[config.mk]
export PLATFORM = sky130hd
export DESIGN_NAME = rxq_irq_ctrl
export DESIGN_NICKNAME = d
export VERILOG_FILES = /design/src/rtl/rxq_pkg.sv /design/src/rtl/rxq_fifo.sv /design/src/rtl/rxq_timeout.sv /design/src/rtl/rxq_irq_regs.sv /design/src/rtl/rxq_irq_ctrl.sv
export SDC_FILE = /design/constraint.sdc
export NUM_CORES = 1
export LEC_CHECK = 0
export BUFFER_PORTS_ARGS = -buffer_cell sky130_fd_sc_hd__buf_2
export CAP_MARGIN = 20
export CORE_ASPECT_RATIO = 0.6
export CORE_MARGIN = 2
export CORE_UTILIZATION = 45
export CTS_BUF_LIST = sky130_fd_sc_hd__clkbuf_4 sky130_fd_sc_hd__clkbuf_8
export DETAILED_ROUTE_END_ITERATION = 10
export SYNTH_ARGS = -nofsm -noshare
export SYNTH_HDL_FRONTEND = slang
export SYNTH_SLANG_ARGS = --single-unit
[constraint.sdc]
create_clock -name clk -period 2.8 [get_ports clk]
set_input_delay 0 -clock clk [delete_from_list [all_inputs] [get_ports clk]]
set_output_delay 0 -clock clk [all_outputs]
set_load 0.02 [all_outputs]
[src/rtl/rxq_pkg.sv]
// Shared types for the receive queue interrupt controller.
// Assumes an 8-bit character and four status flags per entry.
package rxq_pkg;
    localparam int BYTE_W = 8;
    localparam int WORD_W = BYTE_W + 4;
    localparam int N_SRC  = 3;

    // Status bit positions in the interrupt status field.
    localparam int ST_OVR = 0;
    localparam int ST_THR = 1;
    localparam int ST_TMO = 2;
    localparam int ST_NE  = 3;

    // One queue entry: valid(11) break(10) parity(9) frame(8) byte(7:0).
    typedef struct packed {
        logic              valid;
        logic              brk;
        logic              par_err;
        logic              frm_err;
        logic [BYTE_W-1:0] data;
    } rxq_word_t;
endpackage

[src/rtl/rxq_fifo.sv]
// Storage queue for received entries with a level counter.
// Assumes DEPTH is a power of two. A clear wins over push and pop.
// A push while full is dropped and reported on `drop`.
module rxq_fifo #(
    parameter int DEPTH = 16,
    localparam int PTR_W = $clog2(DEPTH),
    localparam int LVL_W = $clog2(DEPTH) + 1
) (
    input  logic                clk,
    input  logic                rst_n,
    input  logic                push,
    input  rxq_pkg::rxq_word_t  push_word,
    input  logic                pop,
    input  logic                clear,
    output rxq_pkg::rxq_word_t  head_word,
    output logic [LVL_W-1:0]    level,
    output logic                empty,
    output logic                full,
    output logic                drop,
    output logic                acc_push,
    output logic                acc_pop
);
    rxq_pkg::rxq_word_t mem [DEPTH];
    logic [PTR_W-1:0] wr_ptr;
    logic [PTR_W-1:0] rd_ptr;

    assign empty    = (level == '0);
    assign full     = (level == LVL_W'(DEPTH));
    assign acc_push = push & ~full & ~clear;
    assign acc_pop  = pop & ~empty & ~clear;
    assign drop     = push & full & ~clear;

    // Write accepted entries into storage.
    always_ff @(posedge clk) begin
        if (acc_push) mem[wr_ptr] <= push_word;
    end

    // Advance pointers and track the level.
    always_ff @(posedge clk) begin
        if (!rst_n || clear) begin
            wr_ptr <= '0;
            rd_ptr <= '0;
            level  <= '0;
        end else begin
            if (acc_push) wr_ptr <= wr_ptr + 1'b1;
            if (acc_pop)  rd_ptr <= rd_ptr + 1'b1;
            case ({acc_push, acc_pop})
                2'b10:   level <= level + 1'b1;
                2'b01:   level <= level - 1'b1;
                default: level <= level;
            endcase
        end
    end

    // Present the head entry; all zero when nothing is stored.
    always_comb begin
        if (empty) head_word = '0;
        else       head_word = mem[rd_ptr];
    end

    assert_no_overflow_R3: assert property (@(posedge clk) disable iff (!rst_n)
        level <= LVL_W'(DEPTH));
    assert_drop_keeps_R3: assert property (@(posedge clk) disable iff (!rst_n)
        (push && full && !pop && !clear) |=> (level == LVL_W'(DEPTH)));
    assert_empty_pop_R7: assert property (@(posedge clk) disable iff (!rst_n)
        (pop && empty && !push && !clear) |=> (level == '0));
    assert_clear_empties_R4: assert property (@(posedge clk) disable iff (!rst_n)
        clear |=> empty);
endmodule

[src/rtl/rxq_timeout.sv]
// Counts character times while the queue holds data.
// A restart (accepted push, accepted pop or clear) zeroes the count.
// The flag clears on any pop attempt or clear. A limit of 0 disables it.
module rxq_timeout #(
    parameter int TMO_W = 4
) (
    input  logic             clk,
    input  logic             rst_n,
    input  logic             tick,
    input  logic             restart,
    input  logic             clear_flag,
    input  logic             empty,
    input  logic [TMO_W-1:0] limit,
    output logic             tmo_flag
);
    logic [TMO_W-1:0] cnt;
    logic [TMO_W:0]   cnt_next;
    logic             hit;

    assign cnt_next = {1'b0, cnt} + 1'b1;
    assign hit = tick && !empty && !restart && !tmo_flag &&
                 (limit != '0) && (cnt_next == {1'b0, limit});

    // Character-time counter, held at zero while empty.
    always_ff @(posedge clk) begin
        if (!rst_n || restart || empty) cnt <= '0;
        else if (hit)                   cnt <= '0;
        else if (tick && !tmo_flag && limit != '0) cnt <= cnt_next[TMO_W-1:0];
    end

    // Sticky timeout flag, cleared by a read or a queue clear.
    always_ff @(posedge clk) begin
        if (!rst_n || clear_flag) tmo_flag <= 1'b0;
        else if (hit)             tmo_flag <= 1'b1;
    end

    assert_tmo_empty_R6: assert property (@(posedge clk) disable iff (!rst_n)
        empty |-> !tmo_flag);
    assert_tmo_disabled_R6: assert property (@(posedge clk) disable iff (!rst_n)
        (limit == '0 && !tmo_flag) |=> !tmo_flag);
    assert_tmo_pop_R7: assert property (@(posedge clk) disable iff (!rst_n)
        clear_flag |=> !tmo_flag);
endmodule

[src/rtl/rxq_irq_regs.sv]
// Holds the configuration, the interrupt mask and the sticky overrun flag.
// It assembles the status field and drives the interrupt line.
// Assumes the level and flags come from the queue and the timeout blocks.
module rxq_irq_regs #(
    parameter int DEPTH = 16,
    parameter int TMO_W = 4,
    localparam int LVL_W = $clog2(DEPTH) + 1
) (
    input  logic                       clk,
    input  logic                       rst_n,
    input  logic                       drop,
    input  logic                       clear,
    input  logic                       cfg_wr,
    input  logic [LVL_W-1:0]           cfg_thresh,
    input  logic [TMO_W-1:0]           cfg_tmo,
    input  logic                       mask_wr,
    input  logic [rxq_pkg::N_SRC-1:0]  mask_wdata,
    input  logic [LVL_W-1:0]           level,
    input  logic                       empty,
    input  logic                       tmo_flag,
    output logic [TMO_W-1:0]           tmo_limit,
    output logic [rxq_pkg::N_SRC-1:0]  mask_q,
    output logic [rxq_pkg::N_SRC:0]    status,
    output logic                       irq
);
    logic [LVL_W-1:0] thresh_q;
    logic             ovr_q;

    // Configuration registers with half-depth and one-character defaults.
    always_ff @(posedge clk) begin
        if (!rst_n) begin
            thresh_q  <= LVL_W'(DEPTH / 2);
            tmo_limit <= TMO_W'(1);
        end else if (cfg_wr) begin
            thresh_q  <= cfg_thresh;
            tmo_limit <= cfg_tmo;
        end
    end

    // Interrupt mask register.
    always_ff @(posedge clk) begin
        if (!rst_n)       mask_q <= '0;
        else if (mask_wr) mask_q <= mask_wdata;
    end

    // Sticky overrun flag; only a queue clear removes it.
    always_ff @(posedge clk) begin
        if (!rst_n || clear) ovr_q <= 1'b0;
        else if (drop)       ovr_q <= 1'b1;
    end

    // Assemble the status field and the interrupt request.
    always_comb begin
        status                  = '0;
        status[rxq_pkg::ST_OVR] = ovr_q;
        status[rxq_pkg::ST_THR] = (level >= thresh_q);
        status[rxq_pkg::ST_TMO] = tmo_flag;
        status[rxq_pkg::ST_NE]  = ~empty;
        irq = |(status[rxq_pkg::N_SRC-1:0] & mask_q);
    end

    assert_ovr_sticky_R4: assert property (@(posedge clk) disable iff (!rst_n)
        (ovr_q && !clear) |=> ovr_q);
    assert_ovr_clear_R4: assert property (@(posedge clk) disable iff (!rst_n)
        clear |=> !ovr_q);
    assert_ovr_set_R3: assert property (@(posedge clk) disable iff (!rst_n)
        (drop && !clear) |=> ovr_q);
    assert_mask_load_R10: assert property (@(posedge clk) disable iff (!rst_n)
        mask_wr |=> (mask_q == $past(mask_wdata)));
    assert_mask_hold_R10: assert property (@(posedge clk) disable iff (!rst_n)
        !mask_wr |=> $stable(mask_q));
endmodule

[src/rtl/rxq_irq_ctrl.sv]
// Top of the receive queue interrupt controller.
// It connects the storage queue, the timeout counter and the register block.
// Assumes rx_valid, char_tick, rd_pop and fifo_clear are one-cycle strobes
// synchronous to clk.
module rxq_irq_ctrl #(
    parameter int DEPTH = 16,
    parameter int TMO_W = 4,
    localparam int LVL_W = $clog2(DEPTH) + 1
) (
    input  logic                       clk,
    input  logic                       rst_n,
    input  logic                       rx_valid,
    input  logic [rxq_pkg::BYTE_W-1:0] rx_data,
    input  logic                       rx_brk,
    input  logic                       rx_par_err,
    input  logic                       rx_frm_err,
    input  logic                       char_tick,
    input  logic                       rd_pop,
    output logic [rxq_pkg::WORD_W-1:0] rd_word,
    input  logic                       fifo_clear,
    input  logic                       cfg_wr,
    input  logic [LVL_W-1:0]           cfg_thresh,
    input  logic [TMO_W-1:0]           cfg_tmo,
    input  logic                       mask_wr,
    input  logic [rxq_pkg::N_SRC-1:0]  mask_wdata,
    output logic [rxq_pkg::N_SRC-1:0]  irq_mask,
    output logic [rxq_pkg::N_SRC:0]    irq_status,
    output logic                       irq
);
    rxq_pkg::rxq_word_t in_word;
    rxq_pkg::rxq_word_t head_word;
    logic [LVL_W-1:0]   level;
    logic               empty;
    logic               full;
    logic               drop;
    logic               acc_push;
    logic               acc_pop;
    logic               tmo_flag;
    logic [TMO_W-1:0]   tmo_limit;

    // Pack the incoming character with its flags.
    always_comb begin
        in_word.valid   = 1'b1;
        in_word.brk     = rx_brk;
        in_word.par_err = rx_par_err;
        in_word.frm_err = rx_frm_err;
        in_word.data    = rx_data;
    end

    assign rd_word = head_word;

    rxq_fifo #(.DEPTH(DEPTH)) u_fifo (
        .clk       (clk),
        .rst_n     (rst_n),
        .push      (rx_valid),
        .push_word (in_word),
        .pop       (rd_pop),
        .clear     (fifo_clear),
        .head_word (head_word),
        .level     (level),
        .empty     (empty),
        .full      (full),
        .drop      (drop),
        .acc_push  (acc_push),
        .acc_pop   (acc_pop)
    );

    rxq_timeout #(.TMO_W(TMO_W)) u_tmo (
        .clk        (clk),
        .rst_n      (rst_n),
        .tick       (char_tick),
        .restart    (acc_push | acc_pop | fifo_clear),
        .clear_flag (rd_pop | fifo_clear),
        .empty      (empty),
        .limit      (tmo_limit),
        .tmo_flag   (tmo_flag)
    );

    rxq_irq_regs #(.DEPTH(DEPTH), .TMO_W(TMO_W)) u_regs (
        .clk        (clk),
        .rst_n      (rst_n),
        .drop       (drop),
        .clear      (fifo_clear),
        .cfg_wr     (cfg_wr),
        .cfg_thresh (cfg_thresh),
        .cfg_tmo    (cfg_tmo),
        .mask_wr    (mask_wr),
        .mask_wdata (mask_wdata),
        .level      (level),
        .empty      (empty),
        .tmo_flag   (tmo_flag),
        .tmo_limit  (tmo_limit),
        .mask_q     (irq_mask),
        .status     (irq_status),
        .irq        (irq)
    );

    assert_ne_word_R8: assert property (@(posedge clk) disable iff (!rst_n)
        irq_status[rxq_pkg::ST_NE] == rd_word[rxq_pkg::WORD_W-1]);
    assert_full_drop_R3: assert property (@(posedge clk) disable iff (!rst_n)
        (full && rx_valid && !rd_pop && !fifo_clear) |=> $stable(rd_word));
endmodule

After elaboration in Yosys (flattened, before gate mapping)
Memory sizes are Yosys's and may differ from the RTL's. A register that Yosys moved wholly into a read port is not among the register bits.
Index checks and enable logic that the tools add are counted.
W data, S select, Z words.
{"block": "classes", "addsub": 5, "n_lt_le_gt_ge": 1, "n_eq_ne": 4, "mux": 6, "bitwise_logic": 13, "reduce_logical": 20}
{"operator": "$mux W12", "count": 1}
{"operator": "$pmux W5 S2", "count": 1}
{"operator": "$add A4 B1 Y4 const B", "count": 2}
{"operator": "$mux W4", "count": 2}
{"operator": "$logic_and A1 B1 Y1", "count": 7}
{"operator": "$and A1 B1 Y1", "count": 6}
{"operator": "$add A4 B1 Y5 const B", "count": 1}
{"operator": "$add A5 B1 Y5 const B", "count": 1}
{"operator": "$eq A5 B4 Y1", "count": 1}
{"operator": "$eq A5 B5 Y1 const B", "count": 1}
{"operator": "$ge A5 B5 Y1", "count": 1}
{"operator": "$logic_not A5 Y1", "count": 1}
{"operator": "$sub A5 B1 Y5 const B", "count": 1}
{"operator": "$logic_not A1 Y1", "count": 4}
{"operator": "$logic_or A1 B1 Y1", "count": 4}
{"operator": "$reduce_bool A4 Y1", "count": 1}
{"operator": "$and A3 B3 Y3", "count": 1}
{"operator": "$not A1 Y1", "count": 3}
{"operator": "$or A1 B1 Y1", "count": 3}
{"operator": "$reduce_or A3 Y1", "count": 1}
{"operator": "$eq A2 B1 Y1 const B", "count": 1}
{"operator": "$eq A2 B2 Y1 const B", "count": 1}
{"operator": "$mux W1", "count": 2}
{"operator": "$reduce_bool A2 Y1", "count": 1}
{"operator": "$reduce_or A2 Y1", "count": 1}
{"block": "totals", "reg_bits": 31, "mem_bits_rw": 176, "elab_cells": 59, "mem_count": 1}
{"name": "u_fifo.mem", "words": 16, "word_bits": 11, "rd": 1, "rd_ports_with_merged_regs": 1, "write_ports": 1, "line_no": "rxq_fifo.sv:23", "rtl": "rxq_pkg::rxq_word_t mem [DEPTH];"}

Longest topological paths before layout
Gate-level depths: netlist of the first run.
{"block": "logic_depth", "word_depth": 12, "mapped_depth": 12, "mapped_depth_nobuf": 11}

Hierarchy
Synthesis of the first run repeated with hierarchy kept, for this count alone.
{"block": "unflattened", "hier_cells": 529, "area_unflattened_um2": 9399.0}
{"module": "rxq_fifo", "n_inst": 1, "cells_each": 431, "area_each_um2": 8419.3, "seq_area_each_um2": 6105.9}
{"module": "rxq_irq_regs", "n_inst": 1, "cells_each": 63, "area_each_um2": 629.4, "seq_area_each_um2": 260.2}
{"module": "rxq_timeout", "n_inst": 1, "cells_each": 32, "area_each_um2": 334.1, "seq_area_each_um2": 100.1}
{"module": "rxq_irq_ctrl", "n_inst": 1, "cells_each": 3, "area_each_um2": 16.3, "seq_area_each_um2": 0.0}

Least setup slack after synthesis of the first run
Ideal clock, no wire load.
{"block": "synth_timing", "kind": "reg2reg", "startpoint": "register u_fifo.level[1]", "endpoint": "register u_fifo.level[4]", "setup_ps": 70, "arrival_time_ps": 2560, "required_ps": 2730, "path_slack_ps": 170, "stages_incl_launch_ff": 13, "cell_sequence": "dfxtp_1 -> buf_2 -> nor4_4 -> a21boi_2 -> inv_1 -> ha_1 -> xor2_1 -> ha_1 -> a211o_1 -> a21oi_1 -> a221oi_1 -> or3_1 -> a21oi_1"}
{"block": "synth_between", "elab_chain_cells": 6}
{"item": "start: declaration", "line_no": "rxq_fifo.sv:16", "rtl": "output logic [LVL_W-1:0] level,"}
{"item": "start signal: assignment", "line_no": "rxq_fifo.sv:48", "rtl": "2'b10: level <= level + 1'b1;"}
{"item": "start signal: assignment", "line_no": "rxq_fifo.sv:49", "rtl": "2'b01: level <= level - 1'b1;"}
{"item": "start signal: assignment", "line_no": "rxq_fifo.sv:50", "rtl": "default: level <= level;"}
{"item": "$eq A5 B5 Y1 or $logic_not A5 Y1 (tied branches)", "line_no": "rxq_fifo.sv:28, rxq_fifo.sv:27"}
{"item": "$not A1 Y1 (on tied branches)", "line_no": "rxq_fifo.sv:29, rxq_fifo.sv:30"}
{"item": "$and A1 B1 Y1 (on tied branches) (2 in a row)", "line_no": "rxq_fifo.sv:29, rxq_fifo.sv:30"}
{"item": "$eq A2 B1 Y1 or $eq A2 B2 Y1 (tied branches)", "line_no": "rxq_fifo.sv:47", "rtl": "case ({acc_push, acc_pop})"}
{"item": "$pmux W5 S2 or $reduce_bool A2 Y1 (tied branches)"}
Several ways; a longest one is shown, not always the timed one.
A chain may end at the register's enable or synchronous reset.

Worst setup path in the final report of the first run
{"block": "layout_timing", "startpoint": "register u_fifo.level[2]", "endpoint": "register u_fifo.level[4]"}
The elaborated chain is that of the path after synthesis.

==> results of run 1 <==
-- worst paths after layout --
check / startpoint / endpoint / slack [ns] / depth (start not counted)
setup / recovery: u_fifo.level[2] / u_fifo.level[4] / 0.13 / 11
hold / removal: rd_pop / register / 0.35 / 4
setup reg to reg: u_fifo.level[2] / u_fifo.level[4] / 0.13 / 11
hold reg to reg: u_fifo.rd_ptr[1] / register / 0.50 / 2
-- cells by family after synthesis --
logic type / after synthesis / share of synthesized area, %
buf+inv: 42 / 2.24
flops: 211 / 69.7
simple gates: 87 / 5.23
xor+xnor: 19 / 1.94
compound gates: 36 / 2.89
fa+ha+maj: 16 / 2.33
mux: 79 / 15.6
-- stage by stage --
stage / cells / area (sq um)
after floorplan: 490 / 8580
after global placement: 792 / 9300
after detailed placement: 792 / 9300
after CTS: 901 / 10500
after global routing: 903 / 10500
final: 903 / 10500
-- repair_timing --
action / in CTS / in global routing
hold buffers: 52 / 0
resized for setup: 0 / 1
buffers inserted: 0 / 2
setup endpoints to repair: 0 / 1
hold endpoints to repair: 198 / 0
-- cells in the mapped netlist (3+ instances only) --
cell / count
a21oi_1: 8
nand4_1: 4
xor2_1: 10
o22ai_1: 12
dfxtp_1: 35
mux2i_1: 35
mux4_2: 44
buf_4: 7
xnor2_1: 9
nor2_1: 34
nor2b_1: 12
buf_1: 5
inv_1: 16
nor3_1: 5
buf_2: 7
nand2_1: 13
edfxtp_1: 176
nand2b_1: 5
nand3_1: 3
clkbuf_1: 7
ha_1: 16
-- cell type report --
| type | instances | area (sq um) |
|---|---|---|
| clock inverters | 7 | 58.8 |
| fillers | 1492 | 8340 |
| multi-input cells | 237 | 2430 |
| flip-flops and latches | 211 | 5990 |
| well taps | 246 | 308 |
| inverters | 16 | 60.1 |
| clock buffers | 50 | 601 |
| repair buffers | 136 | 1050 |
-- layer usage --
| layer | global-route usage, % | up-vias |
|---|---|---|
| met3 | 3.38 | 31 |
| met1 | 28.2 | 2392 |
| met4 | 4.52 | 0 |
| li1 | - | 2199 |
| met5 | 0 | - |
| met2 | 27.3 | 143 |
-- worst register-to-register path, delay by kind of cell, from the launching register on --
| kind | cells | cell delay (ns) |
|---|---|---|
| buffers and inverters | 1 | 0.12 |
| AND/OR/NAND/NOR | 3 | 0.81 |
| AO/OA/AOI/OAI | 4 | 0.66 |
| XOR/XNOR | 1 | 0.17 |
| adder cells (fa/ha/maj) | 2 | 0.50 |
| flip-flops | 1 | 0.34 |
-- state kept, by name, summed over array words and instances (netlist names), named ones only --
name,flops
u_fifo.mem,176
u_regs.ovr_q,1
u_fifo.wr_ptr,4
u_regs.mask_q,3
u_regs.tmo_limit,4
u_tmo.cnt,4
u_tmo.tmo_flag,1
u_fifo.rd_ptr,4
u_fifo.level,5
u_regs.thresh_q,5
-- report_power, final --
| group | total, mW | switching [mW] | internal [mW] | leakage [nW] |
|---|---|---|---|---|
| registers | 3.43 | 0.0168 | 3.42 | 1.87 |
| logic | 0.288 | 0.148 | 0.140 | 1.45 |
| clock network | 2.57 | 1.12 | 1.45 | 0.358 |
==> flow_summary_export.csv, run 1 <==
group,metric,value,unit
setup_path,path_class,"reg2reg",
power,power,6.29,mW
power,p_leak,3.68,nW
timing,finalSetupViolCount,0,
floorplan,start_util,45.6,%
timing,rsz0062_at_grt,"no",
floorplan,dieArea,0.0202,sq mm
timing,max_slew.worst_pin.slew,0.698,ns
yosys,synth_area,0.00858,sq mm
timing,fmax,0.375,GHz
final_layout,mostFrequentLayoutCell,"edfxtp_1",
global_routing,grt_pass1_wl,28.2,mm
setup_path,slowest_delay,0.43,ns
setup_path,required,3.26,ns
timing,report.final.slew_viol_count,0,
floorplan,io_pins,51,
setup_path,end_kind,"register",
setup_path,crit_family,"simple AND/OR/NAND/NOR gates",
floorplan,core_area,0.0188,sq mm
clocking,ctsRootBufferMaster,"clkbuf_8",
yosys,syn_inst,490,
final_layout,area_growth,22.3,%
timing,setup-tns-final,0,ns
placement,gp_congestion,0.797,
setup_path,start_kind,"register",
final_layout,finalNetCount,680,
timing,finalCritPeriodShare,95.3,%
global_routing,grt_antenna_before_repair,0,
yosys,yosys.area.top_type,"edfxtp_1",
yosys,synth-async-reset-ratio,0,%
yosys,avgSynthCellArea,17.5,sq um
yosys,synth_edf_count,176,
setup_path,cp_num_buf_inv,1,
floorplan,rows,39,
yosys,synthDistinctLibCells,43,
placement,port_buffers,50,
route,viasPerCell,5.28,
clocking,h-tree-depth,1,
yosys,netlist_top_cells_area,"edfxtp_1 (62%), mux4_2 (12%), dfxtp_1 (8.2%)",
final_layout,drive_gt1_share,30.1,%
run_status,status,"completed",
setup_path,critical_path.max_fanout,8,
route,top_layer,"met4",
route,met1_length,8.37,mm
setup_path,cp_cell_sequence,"nor4_4, a21boi_2, inv_1, ha_2, xor2_1, ha_1, nor2_1, o32ai_1, a221oi_1, or3_1, a21oi_1",
clocking,cts_num_sinks,211,
setup_path,critPathArrivalTime,3.13,ns
flow_run,drv_cap,0,
clocking,cts_buffers,31,
timing,finalHoldViolCount,0,
timing,skew,0.0169,ns
hold_path,hp-class,"in2reg",
timing,worst_slack,0.130,ns
final_layout,fin_util,55.7,%
placement,hpwl,11.1,mm
route,wl_met3,1.46,mm
floorplan,die_y,111,um
global_routing,grtUsageTotal,18.4,%
setup_path,cp_slowest_cell,"nor4_4",
route,antenna_left,0,
final_layout,n_antenna_cell,0,
yosys,ys_seq_area_share,69.7,%
power,power.density,600,mW/mm^2
timing,period_minus_slack,2.67,ns
timing,max_slew_margin,53.5,%
final_layout,layout_common_cells,"edfxtp_1 (176), dlygate4sd3_1 (52), buf_2 (50)",
clocking,cts_tree,"yes",
clocking,clock_path_buffers,3,
route,first_pass_iters,5,
global_routing,grt_pass1_vias,4954,
yosys,synth.top_cell.area_share,61.6,%
yosys,synthesis.nets,537,
route,dr_wl_met2,7.98,mm
clocking,clk_latency,0.55,ns
yosys,synth_seq_cells,211,
power,vdd_drop_max,0.476,mV
route,drt_iter0_markers,325,
floorplan,die_w,182,um
route,drcViolationCount,0,
route,dr_total_vias,4765,
placement,dp_slack,0.103,ns
yosys,synthFlopType,"edfxtp_1",
global_routing,grt_max_degree,45,
yosys,synth_warnings,0,
timing,whs,0.351,ns
route,wl,18.1,mm
route,wl_per_cell,20.0,um
clocking,clkTransAtPathRegs,0.06,ns
global_routing,grt-ovfl-total,0,
(Power assumes the default switching activity.)
==> inputs of run 2 (changes only) <==
- clock period: 2.8 -> 3.3 ns (I/O delays scaled with it)
==> run 2 against run 1 <==
  * Register-to-register slack improved by 0.14 ns
  * Setup slack improved by 0.14 ns
  * Core utilization fell by 0.94 points
  * Total power fell by 17%
  * First-iteration DRC count rose by 21%
  * Largest cell class unchanged
  * Largest power group unchanged
  * Clock power fell by 19%
  * Count of clock-buffer cells in the layout fell by 4
==> flow_summary_export.csv, run 2 (synthesized netlist as in run 1, its figures left out) <==
group,metric,value,unit
timing,finalSetupViolCount,0,
floorplan,dieArea,0.0202,sq mm
setup_path,ff2ff_setup_slack,0.27,ns
power,p_int,4.14,mW
setup_path,start_kind,"register",
power,switchingPower,1.09,mW
global_routing,grt-ovfl-total,0,
setup_path,path_class,"reg2reg",
setup_path,crit_family,"compound AO/OA/AOI/OAI gates",
final_layout,drive_gt1_share,27.6,%
floorplan,rows,39,
setup_path,r2r_start,"u_fifo.level[2]",
placement,hpwl,11.6,mm
setup_path,cp_cell_sequence,"nor4_4, a21boi_2, inv_1, ha_1, ha_1, inv_1, o32ai_1, a221oi_1, or3_1, a21oi_1",
timing,finalCritPeriodShare,92.0,%
final_layout,finalNetCount,666,
route,dr_total_vias,4705,
global_routing,grt_antenna_before_repair,0,
final_layout,n_antenna_cell,0,
route,top_layer,"met4",
floorplan,io_pins,51,
clocking,cts_resized,0,
global_routing,grt_pass1_vias,5079,
power,pwr-share-seq,55.7,%
final_layout,layout_common_cells,"edfxtp_1 (176), dlygate4sd3_1 (51), buf_2 (50)",
global_routing,grt_max_degree,25,
clocking,clk_latency,0.56,ns
setup_path,critical_path.max_fanout,9,
route,viasPerCell,5.29,
clocking,cts_num_sinks,211,
run_status,status,"completed",
hold_path,min_from,"rd_pop",
route,dr_wl_met2,8.27,mm
power,comb_power_share,4.6,%
setup_path,rr_worst_depth,10,
floorplan,start_util,45.6,%
placement,port_buffers,50,
final_layout,largest_reg_flops,176,
timing,worst_slack,0.266,ns
final_layout,area_growth,20.2,%
floorplan,die_y,111,um
placement,gp_congestion,0.778,
power,vdd_drop_max,0.322,mV
global_routing,grtUsageTotal,18.7,%
timing,skew,0.0260,ns
power,power.density,507,mW/mm^2
setup_path,slowest_delay,0.54,ns
route,wl_met3,1.29,mm
clocking,clock_path_buffers,3,
floorplan,core_area,0.0188,sq mm
power,p_clk_share,39.7,%
route,drt_iter0_markers,394,
final_layout,mostFrequentLayoutCell,"edfxtp_1",
setup_path,r2r_end,"u_fifo.level[4]",
floorplan,die_w,182,um
timing,whs,0.304,ns
setup_path,required,3.78,ns
setup_path,critPathArrivalTime,3.51,ns
power,p_sw_share,20.9,%
clocking,ctsRootBufferMaster,"clkbuf_8",
clocking,cts_tree,"yes",
global_routing,grt_pass1_wl,28.6,mm
timing,max_slew_margin,52.9,%
placement,dp_slack,0.295,ns
route,first_pass_iters,5,
timing,rsz0062_at_grt,"no",
power,p_leak,3.57,nW
final_layout,fin_util,54.8,%
route,met1_length,8.46,mm
timing,report.final.slew_viol_count,0,
clocking,clkTransAtPathRegs,0.07,ns
final_layout,top_register,"u_fifo.mem",
route,wl,18.3,mm
route,drcViolationCount,0,
final_layout,reg.largest.list,"u_fifo.mem: 176 flops, u_fifo.level: 5 flops, u_regs.thresh_q: 5 flops",
timing,finalHoldViolCount,0,
setup_path,cp_slowest_cell,"dfxtp_1",
timing,setup-tns-final,0,ns
route,wl_per_cell,20.6,um
flow_run,drv_cap,0,
hold_path,hold_depth,4,
timing,fmax,0.330,GHz
clocking,h-tree-depth,1,
route,antenna_left,0,
hold_path,hp-class,"in2reg",
clocking,cts_buffers,31,
timing,max_slew.worst_pin.slew,0.706,ns
setup_path,cp_num_buf_inv,2,
timing,period_minus_slack,3.03,ns
setup_path,end_kind,"register",
run 2: power by group through the flow:
stage / clock network [mW] / registers, mW / logic (mW)
global placement: 0 / 2.97 / 0.178
CTS: 2.13 / 2.91 / 0.237
finish: 2.08 / 2.91 / 0.238
detailed placement: 0 / 2.97 / 0.184
global route: 2.26 / 2.91 / 0.260
floorplan: 0 / 2.97 / 0.102
run 2: metal layers:
metal  vias up  global-route usage [%]
met5         -                       0
li1       2174                       -
met1      2380                    28.2
met3        32                    3.15
met4         0                    4.19
met2       119                    28.7
run 2: what timing repair did:
action / CTS / global route
endpoints found under the hold margin: 202 / 0
hold buffers: 51 / 0
setup buffers: 0 / 0
run 2: final cells by class:
cell class	count	area, sq um
fillers	1464	8520
flip-flops and latches	211	5990
multi-input cells	237	2420
repair buffers	122	918
clock buffers	46	539
well taps	246	308
clock inverters	12	77.6
inverters	16	60.1
run 2: worst max-delay path by stage:
| stage | startpoint | to | slack (ns) | cells after the start |
|---|---|---|---|---|
| floorplan | u_fifo.level[1] | u_fifo.level[4] | 0.67 | 12 |
| global placement | u_fifo.level[1] | u_fifo.level[4] | 0.43 | 11 |
| detailed placement | u_fifo.level[1] | u_fifo.level[4] | 0.29 | 11 |
| CTS | u_fifo.level[1] | u_fifo.level[4] | 0.30 | 11 |
| global route | u_fifo.level[2] | u_fifo.level[4] | 0.10 | 11 |
| finish | u_fifo.level[2] | u_fifo.level[4] | 0.27 | 10 |
run 2: stage by stage:
step | cells | power [mW] | area, sq um
2_1_floorplan | 490 | 3.07 | 8580
3_3_place_gp | 781 | 3.15 | 9190
3_5_place_dp | 781 | 3.15 | 9190
4_1_cts | 890 | 5.28 | 10300
5_1_grt | 890 | 5.43 | 10300
6_report | 890 | 5.23 | 10300
run 2: tightest hold or removal path, delay by kind of cell:
family          cells  cell delay [ns]
simple gates        1             0.08
compound gates      1             0.06
buf+inv             2             0.68
==> inputs of run 3 (changes only) <==
- ABC_AREA: not set -> 1
- CORE_MARGIN: 2 -> not set
- PLACE_DENSITY_LB_ADDON: not set -> 0.05
==> run 3 against run 2 <==
  * Synthesized cell count grew 76%
  * Cell count grew 42%
  * First-iteration DRC count grew 54%
  * Die area grew 2.5%
  * Sequential share of layout area shrank 2.1 points
  * Final area grew 3.7%
  * Sequential cell count is the same
  * Fmax grew 10%
  * Setup slack gained 0.28 ns
  * Count of clock-buffer cells in the layout grew 9
  * Core utilization grew 0.43 points
==> flow_summary_export.csv, run 3 <==
group,metric,value,unit
run_status,status,"completed",
yosys,synth_seq_cells,211,
timing,max_slew_margin,32.7,%
clocking,cts_tree,"yes",
yosys,avgSynthCellArea,10.5,sq um
setup_path,r2r_start,"u_fifo.level[1]",
clocking,h-tree-depth,1,
power,p_leak,4.18,nW
final_layout,largest_reg_flops,176,
floorplan,die_y,112,um
timing,finalCritPeriodShare,83.5,%
yosys,synth_edf_count,176,
power,power.density,514,mW/mm^2
yosys,synthDistinctLibCells,32,
setup_path,r2r_end,"u_tmo.tmo_flag",
flow_run,drv_cap,0,
final_layout,fin_util,55.2,%
yosys,ys_seq_area_share,66.0,%
clocking,ctsRootBufferMaster,"clkbuf_8",
yosys,yosys.area.top_type,"edfxtp_1",
final_layout,top_register,"u_fifo.mem",
route,first_pass_iters,4,
final_layout,n_antenna_cell,0,
setup_path,end_kind,"output port",
timing,finalHoldViolCount,0,
hold_path,hold_depth,6,
final_layout,area_growth,18.0,%
clocking,clock_path_buffers,3,
global_routing,grt_max_degree,89,
route,drcViolationCount,0,
global_routing,grt_pass1_wl,36.8,mm
timing,max_slew.worst_pin.slew,1.01,ns
yosys,synthFlopType,"edfxtp_1",
timing,rsz0062_at_grt,"no",
route,dr_total_vias,6576,
timing,report.final.slew_viol_count,0,
yosys,netlist_top_cells_area,"edfxtp_1 (58%), nand2_1 (11%), nand3_1 (8.3%)",
timing,finalSetupViolCount,0,
clocking,cts_num_sinks,211,
clocking,clkTransAtPathRegs,0.07,ns
floorplan,dieArea,0.0207,sq mm
final_layout,mostFrequentLayoutCell,"nand2_1",
setup_path,critical_path.max_fanout,88,
placement,gp_congestion,0.839,
placement,hpwl,14.2,mm
route,wl_per_cell,18.4,um
route,antenna_left,0,
setup_path,rr_worst_depth,13,
floorplan,start_util,46.8,%
yosys,synth-async-reset-ratio,0,%
floorplan,io_pins,51,
final_layout,finalNetCount,1023,
global_routing,grtUsageTotal,23.6,%
timing,setup-tns-final,0,ns
yosys,syn_inst,864,
setup_path,required,3.30,ns
timing,period_minus_slack,2.76,ns
route,wl,23.3,mm
setup_path,ff2ff_setup_slack,0.63,ns
route,drt_iter0_markers,608,
yosys,synth_area,0.00906,sq mm
floorplan,die_w,185,um
yosys,synth_commonest_cells,"nand2_1 (268), edfxtp_1 (176), nand3_1 (151), inv_1 (50), nor2_1 (46)",
clocking,clk_latency,0.56,ns
clocking,cts_buffers,31,
final_layout,fill_cells,1673,
yosys,synth.top_cell.area_share,58.3,%
placement,port_buffers,50,
global_routing,grt-ovfl-total,0,
setup_path,critPathArrivalTime,2.76,ns
hold_path,holdPathEnd,"u_tmo.cnt[3]",
yosys,synth_warnings,0,
yosys,synthMostInstantiatedCell,"nand2_1",
hold_path,min_from,"char_tick",
yosys,synthesis.nets,911,
floorplan,rows,39,
final_layout,layout_common_cells,"nand2_1 (268), edfxtp_1 (176), nand3_1 (151)",
timing,fmax,0.363,GHz
timing,skew,0.0126,ns
floorplan,core_area,0.0194,sq mm
route,viasPerCell,5.19,
final_layout,drive_gt1_share,15.0,%
setup_path,start_kind,"register",
global_routing,grt_pass1_vias,6559,
setup_path,path_class,"reg2out",
hold_path,hp-class,"in2reg",
power,vdd_drop_max,0.250,mV
global_routing,grt_antenna_before_repair,0,
final_layout,reg.largest.list,"u_fifo.mem: 176 flops, u_fifo.level: 5 flops, u_regs.thresh_q: 5 flops",
==> run 3: where the power goes <==
part	switching, mW	total, mW	internal, mW
Sequential	0.0138	2.92	2.91
Clock	0.975	2.19	1.21
Combinational	0.258	0.394	0.136
Total	1.25	5.50	4.25
==> run 3: worst max path at each step <==
stage                    start              end  slack [ns]  depth (start not counted)
3_3_place_gp   u_fifo.level[1]  u_fifo.level[4]        1.04                         15
3_5_place_dp   u_fifo.level[1]  u_fifo.level[4]        0.90                         15
4_1_cts               register       rd_word[6]        0.56                          8
6_report              register       rd_word[6]        0.54                          8
2_1_floorplan  u_fifo.level[1]  u_fifo.level[4]        1.22                         15
5_1_grt               register       rd_word[4]        0.35                          8
==> run 3: per-layer routing <==
layer	track usage [%]	wire (um)	vias up
met4	5.07	315	0
met1	36.2	11400	3165
met5	0	0	-
met2	34.7	9950	207
met3	4.48	1660	37
li1	-	-	3167
==> run 3: logic make-up (layout without fill, tap and decap cells) <==
| kind of cell | Yosys count | count (layout) | synth area share [%] |
|---|---|---|---|
| xor+xnor | 5 | 5 | 0.483 |
| flops | 211 | 211 | 66.0 |
| simple gates | 480 | 480 | 22.4 |
| buf+inv | 93 | 229 | 4.96 |
| compound gates | 59 | 59 | 3.87 |
| fa+ha+maj | 16 | 16 | 2.21 |
==> run 3: cell type report <==
cell class	instances	area [sq um]	share of cell area [%]
Clock buffer	55	644	6.02
Clock inverter	2	8.76	0.0819
Inverter	53	204	1.91
Multi-Input combinational cell	560	2630	24.6
Sequential cell	211	5990	56.0
Tap cell	266	333	3.11
Timing Repair Buffer	119	888	8.31
==> run 3: critical path: stages, from the launching register on <==
cell     delay (ns)
dfxtp_2        0.36
buf_4          0.73
nand2_1        0.10
nand3_1        0.12
nand3_1        0.14
nand2_1        0.13
nand2_1        0.08
a21oi_2        0.24
buf_2          0.22
==> run 3: what timing repair did <==
item | CTS | global route
hold endpoints to repair | 204 | 0
hold buffers | 48 | 0
resized for setup | 0 | 0
setup buffers | 0 | 0
==> run 3: per-stage QoR <==
| stage | instance area [sq um] | worst slack [ns] | hold slack [ns] | power [mW] | cells |
|---|---|---|---|---|---|
| finish | 10700 | 0.544 | 0.0374 | 5.50 | 1266 |
| global route | 10700 | 0.355 | 0.0829 | 5.71 | 1266 |
| CTS | 10700 | 0.563 | 0.00548 | 5.54 | 1266 |
| detailed placement | 9560 | 0.904 | 0.222 | 3.32 | 1161 |
| global placement | 9560 | 1.04 | 0.210 | 3.31 | 1161 |
| floorplan | 9060 | 1.22 | 0.0989 | 3.19 | 864 |
